## src/rtl/kbd_port_pkg.sv

```systemverilog
package kbd_port_pkg;

    localparam int CODE_W   = 7;
    localparam int REPORT_W = CODE_W + 1;

    typedef struct packed {
        logic              released;
        logic [CODE_W-1:0] code;
    } key_report_t;

    localparam key_report_t REPORT_IDLE = '{released: 1'b1, code: '0};

    function automatic key_report_t make_report(
        input logic [CODE_W-1:0] key_idx,
        input logic              up
    );
        key_report_t r;
        r.released = up;
        r.code     = key_idx;
        return r;
    endfunction

endpackage

```

## src/rtl/kbd_event_latch.sv

```systemverilog
module kbd_event_latch
    import kbd_port_pkg::*;
(
    input  logic              clk,
    input  logic              rst,
    input  logic              evt_valid,
    input  logic [CODE_W-1:0] evt_key,
    input  logic              evt_release,
    output key_report_t       held
);

    key_report_t held_q;

    always_ff @(posedge clk) begin
        if (rst) begin
            held_q <= REPORT_IDLE;
        end else if (evt_valid) begin
            held_q <= make_report(evt_key, evt_release);
        end
    end

    assign held = held_q;

endmodule

```

## src/rtl/kbd_port_decode.sv

```systemverilog
module kbd_port_decode #(
    parameter int              ADDR_W    = 8,
    parameter logic [ADDR_W-1:0] PORT_ADDR = 8'h60
) (
    input  logic              bus_cs,
    input  logic              bus_rd,
    input  logic [ADDR_W-1:0] bus_addr,
    output logic              sel
);

    logic addr_hit;

    always_comb begin
        addr_hit = (bus_addr == PORT_ADDR);
        sel      = bus_cs & bus_rd & addr_hit;
    end

endmodule

```

## src/rtl/kbd_read_gate.sv

```systemverilog
module kbd_read_gate #(
    parameter int WIDTH = 8
) (
    input  logic             sel,
    input  logic [WIDTH-1:0] din,
    output logic [WIDTH-1:0] dout,
    output logic             oe
);

    for (genvar b = 0; b < WIDTH; b++) begin : g_bit
        assign dout[b] = din[b] & sel;
    end

    assign oe = sel;

endmodule

```

## src/rtl/kbd_scan_port.sv

```systemverilog
module kbd_scan_port
    import kbd_port_pkg::*;
#(
    parameter int                ADDR_W    = 8,
    parameter logic [ADDR_W-1:0] PORT_ADDR = 8'h60
) (
    input  logic                clk,
    input  logic                rst,
    input  logic                evt_valid,
    input  logic [CODE_W-1:0]   evt_key,
    input  logic                evt_release,
    input  logic                bus_cs,
    input  logic                bus_rd,
    input  logic [ADDR_W-1:0]   bus_addr,
    output logic [REPORT_W-1:0] bus_rdata,
    output logic                bus_oe
);

    key_report_t         held;
    logic [REPORT_W-1:0] held_byte;
    logic                port_sel;

    kbd_event_latch u_latch (
        .clk         (clk),
        .rst         (rst),
        .evt_valid   (evt_valid),
        .evt_key     (evt_key),
        .evt_release (evt_release),
        .held        (held)
    );

    assign held_byte = held;

    kbd_port_decode #(
        .ADDR_W    (ADDR_W),
        .PORT_ADDR (PORT_ADDR)
    ) u_decode (
        .bus_cs   (bus_cs),
        .bus_rd   (bus_rd),
        .bus_addr (bus_addr),
        .sel      (port_sel)
    );

    kbd_read_gate #(
        .WIDTH (REPORT_W)
    ) u_gate (
        .sel  (port_sel),
        .din  (held_byte),
        .dout (bus_rdata),
        .oe   (bus_oe)
    );

endmodule

```

## config.mk

```make
export PLATFORM = sky130hd
export DESIGN_NAME = kbd_scan_port
export DESIGN_NICKNAME = d
export VERILOG_FILES = /design/src/rtl/kbd_port_pkg.sv /design/src/rtl/kbd_event_latch.sv /design/src/rtl/kbd_port_decode.sv /design/src/rtl/kbd_read_gate.sv /design/src/rtl/kbd_scan_port.sv
export SDC_FILE = /design/constraint.sdc
export NUM_CORES = 1
export LEC_CHECK = 0
export ABC_CLOCK_PERIOD_IN_PS = 2300
export BUFFER_PORTS_ARGS = -buffer_cell sky130_fd_sc_hd__buf_4
export CAP_MARGIN = 25
export CORE_AREA = 2 2 39 41
export DETAILED_ROUTE_END_ITERATION = 8
export DIE_AREA = 0 0 41 43
export PLACE_DENSITY_LB_ADDON = 0.05
export SLEW_MARGIN = 25
export SYNTH_ARGS = -nofsm -noshare
export SYNTH_HDL_FRONTEND = slang
export SYNTH_SLANG_ARGS = --single-unit
```

## constraint.sdc

```tcl
create_clock -name clk -period 2.3 [get_ports clk]
set_clock_uncertainty 0.1 [all_clocks]
set_input_delay 0.115 -clock clk [delete_from_list [all_inputs] [get_ports clk]]
set_output_delay 0.115 -clock clk [all_outputs]
set_load 0.1 [all_outputs]
```

==> results.md, run 1 <==
- Clk_lat worst skew: 240 ps
- Cell Rows: 14
- FF-to-FF End: u_latch.held[3]
- GPL Wtd Cong: 0.623
- Post-DP Area: 692 um^2
- Die width: 41 um
- Final Hold Viols: 0
- Via count: 430
- Antenna violations before repair: 0
- Worst Setup SP: bus_addr[1]
- Status: finished, final reports clean
- Max FFs per register: 8
- CP endpoint: bus_rdata[2]
- ANT cells: 0
- CTS buffer count: 3
- CP Capture Type: output port
- Cts hold-fix bufs: 3
- Cells after Synth: 49
- Worst-path clk slew: 50 ps
- P&R area growth vs syn: 59.9%
- Layout cells sized above 1: 53.1%
- Routed WL per cell: 9.90 um
- First-pass GRT wire length: 1570 um
- Leak Pwr: 0.000338 uW
- CP Class: input pin to output port
- Most used cell, CP: buf_4
- Setup bufs post-CTS: 0
- H-tree lvl count: 1
- DRT iter0 DRCs: 1
- Starting Density: 33.6%
- Critical path peak fanout: 9
- Slew headroom: 67.7%
- Clock sink count: 8
- Pwr Total: 318 uW
- Grt ovf: 0
- Worst-Margin Slew: 484 ps
- Clk buf depth: 2
- CP max-delay cell: or4_4
- CP cell instances: buf_4 > or4_4 > nor4_2 > buf_4
- Total Wirelength: 960 um
- Sequential area share after synthesis: 34.4%
- Count of final setup violators: 0
- Post-DP HPWL: 784 um
- FILL cells: 133
- Util after Layout: 53.8%
- RSZ-0062 raised after global routing: no
- CTS tree: built
- Core Box Area: 1380 um^2
- RR Startpoint: u_latch.held[3]
- Vias in the first global route: 410
- Antenna viol nets, final: 0
- WP data required: 2090 ps
- Final instance area: 744 um^2
- Cells on worst reg2reg path: 3
- Crit-path max cell delay: 630 ps
- DR pass1 iterations: 2
- Synthesized area: 465 um^2
- Final-stage net count: 104
- Post-cts resize count: 0
- Synth warnings: 0
- I/O Pins: 30
- Die extent in y: 43 um
- CTS root buffer: clkbuf_4
- Peak Freq: 0.602 GHz
- Final Max Slew Viols: 0
- Post-synth net total: 70
- Number of vias per cell: 4.43
- Area of the multi-input gates: 253 um^2
- Critical Path AT: 1450 ps
- Critical Path Source Type: input pin
- Pin count of the biggest net entering global routing: 10
- Total track usage: 12.9%
- Residual DRC: 0
- Register bit total from synthesis: 8
- Max Cap Viol: 0
- Reg-to-reg slack, setup: 1060 ps
- Min cycle time layout: 1660 ps
- Worst vdd ir: 0.000259 V
- Final Cycle Share: 72.2%
- Setup_tns: 0 ps
- Count of buffers from port buffering: 29
- Total power density per cell area: 427 nW/um^2
- Hold Path Class: input pin to flip-flop
- Most frequent cells in the layout: buf_4 (30), inv_1 (9), dfxtp_1 (8)
- Most common cell after layout, fill and taps aside: buf_4
- Synth cell types: 14
- DIE AREA: 1760 um^2
- Post-Syn Area per Cell: 9.50 um^2
- Sequential Area: 160 um^2
## how the worst min path moves through the flow
stage	cells past startpoint	slack (ps)	from	end
2_1_floorplan	2	150	evt_release	u_latch.held[7]
3_3_place_gp	3	250	evt_key[5]	u_latch.held[5]
3_5_place_dp	3	250	evt_release	u_latch.held[7]
4_1_cts	3	3	evt_key[4]	u_latch.held[4]
5_1_grt	3	20	evt_key[6]	u_latch.held[6]
6_report	3	8	evt_key[4]	u_latch.held[4]
## report_power, final
part | switching, uW | internal [uW]
clock | 44.5 | 59.5
sequential | 3.63 | 147
combinational | 26.8 | 36.7
## stage by stage
stage | hold WS [ps] | worst slack (ps) | instances
detailed placement | 248 | 633 | 91
finish | 7.90 | 638 | 97
floorplan | 145 | -410 | 49
CTS | 2.87 | 633 | 97
global placement | 251 | 637 | 91
global route | 20.0 | 580 | 97
## metal layers
metal  up-vias  global-route usage, %  wire, um
li1        231                      -         -
met1       183                   17.5       442
met2        16                   18.4       441
met3         0                   1.57        76
met4         0                   8.00         0
met5         -                      0         0
## cells by family after synthesis
kind of cell / count (synthesis) / synth area share, %
muxes: 7 / 15.1
and+or+nand+nor: 20 / 36.6
AOI/OAI and AO/OA: 1 / 1.61
DFF: 8 / 34.4
buffers and inverters: 13 / 12.4
## synthesized netlist by cell type
library cell / number / share of area (%)
or4_4: 1 / 2.4
nand4bb_1: 1 / 2.4
o211ai_1: 1 / 1.6
clkbuf_1: 2 / 1.6
nor4_4: 1 / 4.6
nor3_1: 1 / 1.1
buf_2: 1 / 1.1
mux2i_1: 7 / 15
nand2_1: 2 / 1.6
inv_1: 9 / 7.3
nor4_2: 7 / 19
buf_6: 1 / 2.4
nor2_1: 7 / 5.6
dfxtp_1: 8 / 34
## critical path: cells and delay by family
kind,cells,cell delay (ps)
AND/OR/NAND/NOR,2,890
buffers and inverters,2,440
## area by class of cell
cell class / count / share of cell area, %
Inverter: 9 / 4.54
Clock buffer: 3 / 3.03
Timing Repair Buffer: 33 / 34.3
Tap cell: 16 / 2.69
Multi-Input combinational cell: 28 / 33.9
Sequential cell: 8 / 21.5
Note: power is estimated with default switching activity, not from simulation.
==> run 2: changes to the inputs <==
- ABC_CLOCK_PERIOD_IN_PS: 2300 -> 1400
- CORE_AREA: 2 2 39 41 -> not set
- CORE_MARGIN: not set -> 2
- CORE_UTILIZATION: not set -> 35
- DIE_AREA: 0 0 41 43 -> not set
- clock period: 2.3 -> 1.4 ns (I/O delays scaled with it)
==> run 2 against run 1 <==
The run now ends with negative setup slack left. Clock-buffer cell count is the same. Hold slack gained 54 ps. Non-clock buffer count grew 7. Sequential share of layout area shrank 4.5 points. Wire length grew 25%. Final cell count grew 7.2%. Clock power grew 69%. Power grew 77%. First-iteration DRC count grew to 6.0 times the previous value. Critical path type unchanged.
==> results.md, run 2 (same netlist as run 1, synthesis figures left out) <==
- CP Class: input pin to output port (unchanged)
- DRT iter0 DRCs: 6 (was 1)
- Final Max Slew Viols: 0 (unchanged)
- Failing checks: negative setup slack
- Antenna violations before repair: 0 (unchanged)
- Total Wirelength: 1200 um (was 960 um)
- Critical path peak fanout: 5 (was 9)
- CTS root buffer: clkbuf_4 (unchanged)
- Hold Path Class: input pin to flip-flop (unchanged)
- Worst-Margin Slew: 248 ps (was 484 ps)
- Total power density per cell area: 599 nW/um^2 (was 427 nW/um^2)
- Die extent in y: 40.5 um (was 43 um)
- Most frequent cells in the layout: buf_4 (19), buf_6 (11), dlygate4sd3_1 (9) (was buf_4 (30), inv_1 (9), dfxtp_1 (8))
- Routed WL per cell: 11.5 um (was 9.90 um)
- DIE AREA: 1640 um^2 (was 1760 um^2)
- FILL cells: 88 (was 133)
- Switching Share: 25.9% (was 23.5%)
- Antenna viol nets, final: 0 (unchanged)
- Pin count of the biggest net entering global routing: 10 (unchanged)
- H-tree lvl count: 1 (unchanged)
- Count of final setup violators: 7 (was 0)
- First-pass GRT wire length: 1760 um (was 1570 um)
- Clock power share: 31.1% (was 32.7%)
- Worst vdd ir: 0.000613 V (was 0.000259 V)
- Internal: 419 uW (was 243 uW)
- Post-route worst setup slack: -94.9 ps (was 638 ps)
- Count of buffers from port buffering: 29 (unchanged)
- Power share of the combinational group: 24.9% (was 19.9%)
- WP data required: 1230 ps (was 2090 ps)
- CTS tree: built (unchanged)
- Worst-path clk slew: 50 ps (about the same)
- Status: finished with violations (was finished, final reports clean)
- Setup_tns: -390 ps (was 0 ps)
- Most common cell after layout, fill and taps aside: buf_4 (unchanged)
- Setup bufs post-CTS: 0 (unchanged)
- CTS buffer count: 3 (unchanged)
- Total track usage: 17.0% (was 12.9%)
- Starting Density: 36.7% (was 33.6%)
- ANT cells: 0 (unchanged)
- Final Hold Viols: 0 (unchanged)
- GPL Wtd Cong: 0.618 (was 0.623)
- Die width: 40.5 um (was 41 um)
- Min Hold Slack: 61.9 ps (was 7.90 ps)
- Cell Rows: 13 (was 14)
- Max Cap Viol: 0 (unchanged)
- NetSw: 146 uW (was 74.8 uW)
- Via count: 471 (was 430)
- Min cycle time layout: 1490 ps
- Critical Path Source Type: input pin (unchanged)
- Final-stage net count: 112 (was 104)
- Grt ovf: 0 (unchanged)
- Post-DP Area: 766 um^2 (was 692 um^2)
- Vias in the first global route: 424 (was 410)
- Clock sink count: 8 (unchanged)
- Clk_lat worst skew: 250 ps (was 240 ps)
- Final instance area: 943 um^2 (was 744 um^2)
- Clk buf depth: 2 (unchanged)
- Residual DRC: 0 (unchanged)
- I/O Pins: 30 (unchanged)
- DR pass1 iterations: 4 (was 2)
- CP Capture Type: output port (unchanged)
- Number of vias per cell: 4.53 (was 4.43)
- Critical Path AT: 1320 ps (was 1450 ps)
- Sequential Power Share: 44.0% (was 47.4%)
- Layout cells sized above 1: 51.7% (was 53.1%)
- Leak Pwr: 0.000458 uW (was 0.000338 uW)
- Core Box Area: 1270 um^2 (was 1380 um^2)
- Final Cycle Share: 107%
- Max FFs per register: 8 (unchanged)
- Peak Freq: 0.669 GHz
- RSZ-0062 raised after global routing: yes (was no)
- Slew headroom: 83.5% (was 67.7%)
- P&R area growth vs syn: 103% (was 59.9%)
==> run 2: repair_timing <==
| action | in CTS | in global routing |
|---|---|---|
| hold buffers | 9 | 0 |
| gates resized for setup | 14 | 2 |
| pin swaps | 3 | 2 |
| endpoints found under the setup margin | 9 | 9 |
| hold endpoints to repair | 8 | 0 |
| cloned | 1 | 0 |
==> run 2: layer usage <==
metal / wire (um) / global-route usage, %
met1: 462 / 18.0
met2: 653 / 30.6
met3: 63 / 3.33
met4: 21 / 10.0
met5: 0 / 0
==> run 2: power groups by stage <==
stage | registers, uW | clock network (uW) | logic [uW]
after floorplan | 251 | 0 | 65.7
after global placement | 252 | 0 | 113
after detailed placement | 253 | 0 | 114
after CTS | 248 | 184 | 140
after global routing | 250 | 191 | 152
final | 248 | 176 | 141
==> run 2: final cells by class <==
type	instances	area (um^2)	share of cell area, %
inverters	9	33.8	3.58
clock buffers	3	22.5	2.39
repair buffers	40	377	39.9
well taps	15	18.8	1.99
multi-input cells	29	332	35.1
flip-flops and latches	8	160	17.0
==> run 2: worst paths after layout <==
kind,from,to,slack [ps],cells after the start
worst max register to register,u_latch.held[2],u_latch.held[2],170,3
worst max-delay path,bus_addr[1],bus_rdata[2],-90,4
worst min register to register,u_latch.held[4],u_latch.held[4],390,2
worst min-delay path,evt_valid,u_latch.held[7],60,2
==> run 2: metrics by stage <==
step	util [%]	total power, uW	worst slack [ps]	std cells
final	74.4	565	-94.9	104
after detailed placement	60.4	367	-206	91
after floorplan	-	317	-588	49
after global placement	60.4	366	-200	91
after global routing	74.4	592	-134	104
after CTS	74.0	572	-78.4	104
==> run 2: worst max-delay path, cell delays in order <==
cell and delay, ps:
buf_6 90, or4_4 620, nor4_4 270, buf_6 270
==> run 3: changes to the inputs <==
--- a/config.mk
+++ b/config.mk
@@ -13,4 +13,5 @@
 export DETAILED_ROUTE_END_ITERATION = 8
 export PLACE_DENSITY_LB_ADDON = 0.05
+export SETUP_SLACK_MARGIN = 0.5
 export SLEW_MARGIN = 25
 export SYNTH_ARGS = -nofsm -noshare
==> constraint.sdc (replaced) <==
create_clock -name clk -period 1.4 [get_ports clk]
set_clock_uncertainty 0.1 [all_clocks]
set_input_delay 0 -clock clk [delete_from_list [all_inputs] [get_ports clk]]
set_output_delay 0 -clock clk [all_outputs]
set_load 0.1 [all_outputs]
==> run 3 against run 2 <==
Sequential cell count is the same. Die area is the same. Setup slack gained 170 ps. Clock power shrank 2%. Critical path type unchanged. Largest cell class unchanged. Power shrank 0.42%. The run ends with negative hold slack left. Clock-buffer cell count is the same. Maximum frequency grew 13%. Sequential power is essentially flat. Highest routed layer unchanged. Combinational power is essentially flat. Final area grew 1.3%. Non-clock buffer count grew 1.
==> results.md, run 3 (same netlist as run 1, synthesis figures left out) <==
- Starting Density: 36.7% (unchanged)
- Antenna violations before repair: 0 (unchanged)
- Number of vias per cell: 4.37 (was 4.53)
- GRT met3 Usage: 3.89% (was 3.33%)
- Place WS: -62.2 ps (was -206 ps)
- Count of final setup violators: 0 (was 7)
- Leak Pwr: 0.000459 uW (was 0.000458 uW)
- DR pass1 iterations: 2 (was 4)
- Min Hold Slack: -0.920 ps (was 61.9 ps)
- Worst vdd ir: 0.000642 V (was 0.000613 V)
- WP data required: 1300 ps (was 1230 ps)
- Failing checks: negative hold slack (was negative setup slack)
- Hold Path Class: input pin to flip-flop (unchanged)
- Total track usage: 14.0% (was 17.0%)
- Max Cap Viol: 0 (unchanged)
- Final Cycle Share: 94.7% (was 107%)
- Clk buf depth: 2 (unchanged)
- M1 GR Usage: 18.9% (was 18.0%)
- Count of buffers from port buffering: 29 (unchanged)
- Critical Path AT: 1230 ps (was 1320 ps)
- FF-to-FF End: u_latch.held[4] (was u_latch.held[2])
- Vias in the first global route: 342 (was 424)
- Slew headroom: 83.4% (was 83.5%)
- DRT iter0 DRCs: 2 (was 6)
- Die extent in y: 40.5 um (unchanged)
- Peak Freq: 0.754 GHz (was 0.669 GHz)
- CP Capture Type: output port (unchanged)
- Grt ovf: 0 (unchanged)
- Cells on worst reg2reg path: 2 (was 3)
- GPL Wtd Cong: 0.619 (was 0.618)
- Worst Hold Launch: evt_valid (unchanged)
- Die width: 40.5 um (unchanged)
- Antenna viol nets, final: 0 (unchanged)
- Via count: 459 (was 471)
- Pin count of the biggest net entering global routing: 10 (unchanged)
- H-tree lvl count: 1 (unchanged)
- Routed WL per cell: 9.94 um (was 11.5 um)
- RR Startpoint: u_latch.held[4] (was u_latch.held[2])
- CTS tree: built (unchanged)
- Max FFs per register: 8 (unchanged)
- Critical path peak fanout: 5 (unchanged)
- ANT cells: 0 (unchanged)
- DIE AREA: 1640 um^2 (unchanged)
- Util after Layout: 75.3% (was 74.4%)
- Clock sink count: 8 (unchanged)
- Hold path depth: 3 (was 2)
- RSZ-0062 raised after global routing: yes (unchanged)
- Grt peak-use layer: met2 (unchanged)
- Critical Path Source Type: input pin (unchanged)
- Residual DRC: 0 (unchanged)
- Final Hold Viols: 2 (was 0)
- Total power density per cell area: 588 nW/um^2 (was 599 nW/um^2)
- Status: finished with violations (unchanged)
- Reg-to-reg slack, setup: 710 ps (was 170 ps)
- Worst-path clk slew: 50 ps (about the same)
- P&R area growth vs syn: 105% (was 103%)
- Met2 Usage GRT: 19.8% (was 30.6%)
- Hold Path End: u_latch.held[4] (was u_latch.held[7])
- Final Max Slew Viols: 0 (unchanged)
- First-pass GRT wire length: 1500 um (was 1760 um)
- Final instance area: 956 um^2 (was 943 um^2)
- Clk_lat worst skew: 250 ps (about the same)
- Post-DP Area: 766 um^2 (unchanged)
- Core Box Area: 1270 um^2 (unchanged)
- Most frequent cells in the layout: buf_4 (19), buf_6 (11), dlygate4sd3_1 (10) (was buf_4 (19), buf_6 (11), dlygate4sd3_1 (9))
- CTS root buffer: clkbuf_4 (unchanged)
- CP Class: input pin to output port (unchanged)
- Worst-Margin Slew: 249 ps (was 248 ps)
- Most common cell after layout, fill and taps aside: buf_4 (unchanged)
- Post-route worst setup slack: 73.9 ps (was -94.9 ps)
- I/O Pins: 30 (unchanged)
- Layout cells sized above 1: 53.3% (was 51.7%)
- Total Wirelength: 1040 um (was 1200 um)
- Final-stage net count: 113 (was 112)
- Cell Rows: 13 (unchanged)
- Min cycle time layout: 1330 ps (was 1490 ps)
- CTS buffer count: 3 (unchanged)
==> run 3: how the worst max path moves through the flow <==
stage                 from            to  slack, ps  cells after the start
2_1_floorplan  bus_addr[1]  bus_rdata[0]       -450                      3
6_report       bus_addr[2]  bus_rdata[5]         70                      4
4_1_cts        bus_addr[2]  bus_rdata[5]         60                      4
3_3_place_gp   bus_addr[1]  bus_rdata[4]        -60                      4
3_5_place_dp   bus_addr[1]  bus_rdata[5]        -60                      4
5_1_grt        bus_addr[2]  bus_rdata[1]         40                      4
==> run 3: metal layers <==
metal,vias up,wire [um]
li1,251,-
met4,0,7
met3,2,78
met1,191,450
met5,-,0
met2,15,507
==> run 3: power breakdown <==
group	internal [uW]	total, uW	switching, uW
Clock	97.8	172	74.3
Sequential	243	249	6.54
Combinational	80.3	141	60.8
==> run 3: final cells by class <==
type | instances | area, um^2
Timing Repair Buffer | 41 | 387
Multi-Input combinational cell | 29 | 332
Sequential cell | 8 | 163
Tap cell | 15 | 18.8
Fill cell | 94 | 313
Clock buffer | 3 | 22.5
Inverter | 9 | 33.8
==> run 3: per-stage QoR <==
step | power (uW) | std cells | setup TNS [ps] | hold slack (ps)
floorplan | 317 | 49 | -3780 | 30.4
global placement | 366 | 91 | -433 | 116
detailed placement | 367 | 91 | -435 | 127
CTS | 574 | 105 | 0 | -2.65
global route | 596 | 105 | 0 | 5.05
finish | 562 | 105 | 0 | -0.920
==> run 3: critical path, cell delays in order <==
cell	delay (ps)
buf_6	90
or4_4	620
nor4_4	250
buf_6	260
==> run 3: timing repair <==
action                                 in CTS  in global routing
endpoints found under the hold margin       8                  0
hold buffers                               10                  0
pin swaps                                   4                  0
cloned                                      1                  0
setup endpoints to repair                   9                  9
setup buffers                               0                  0
resized for setup                          17                  1
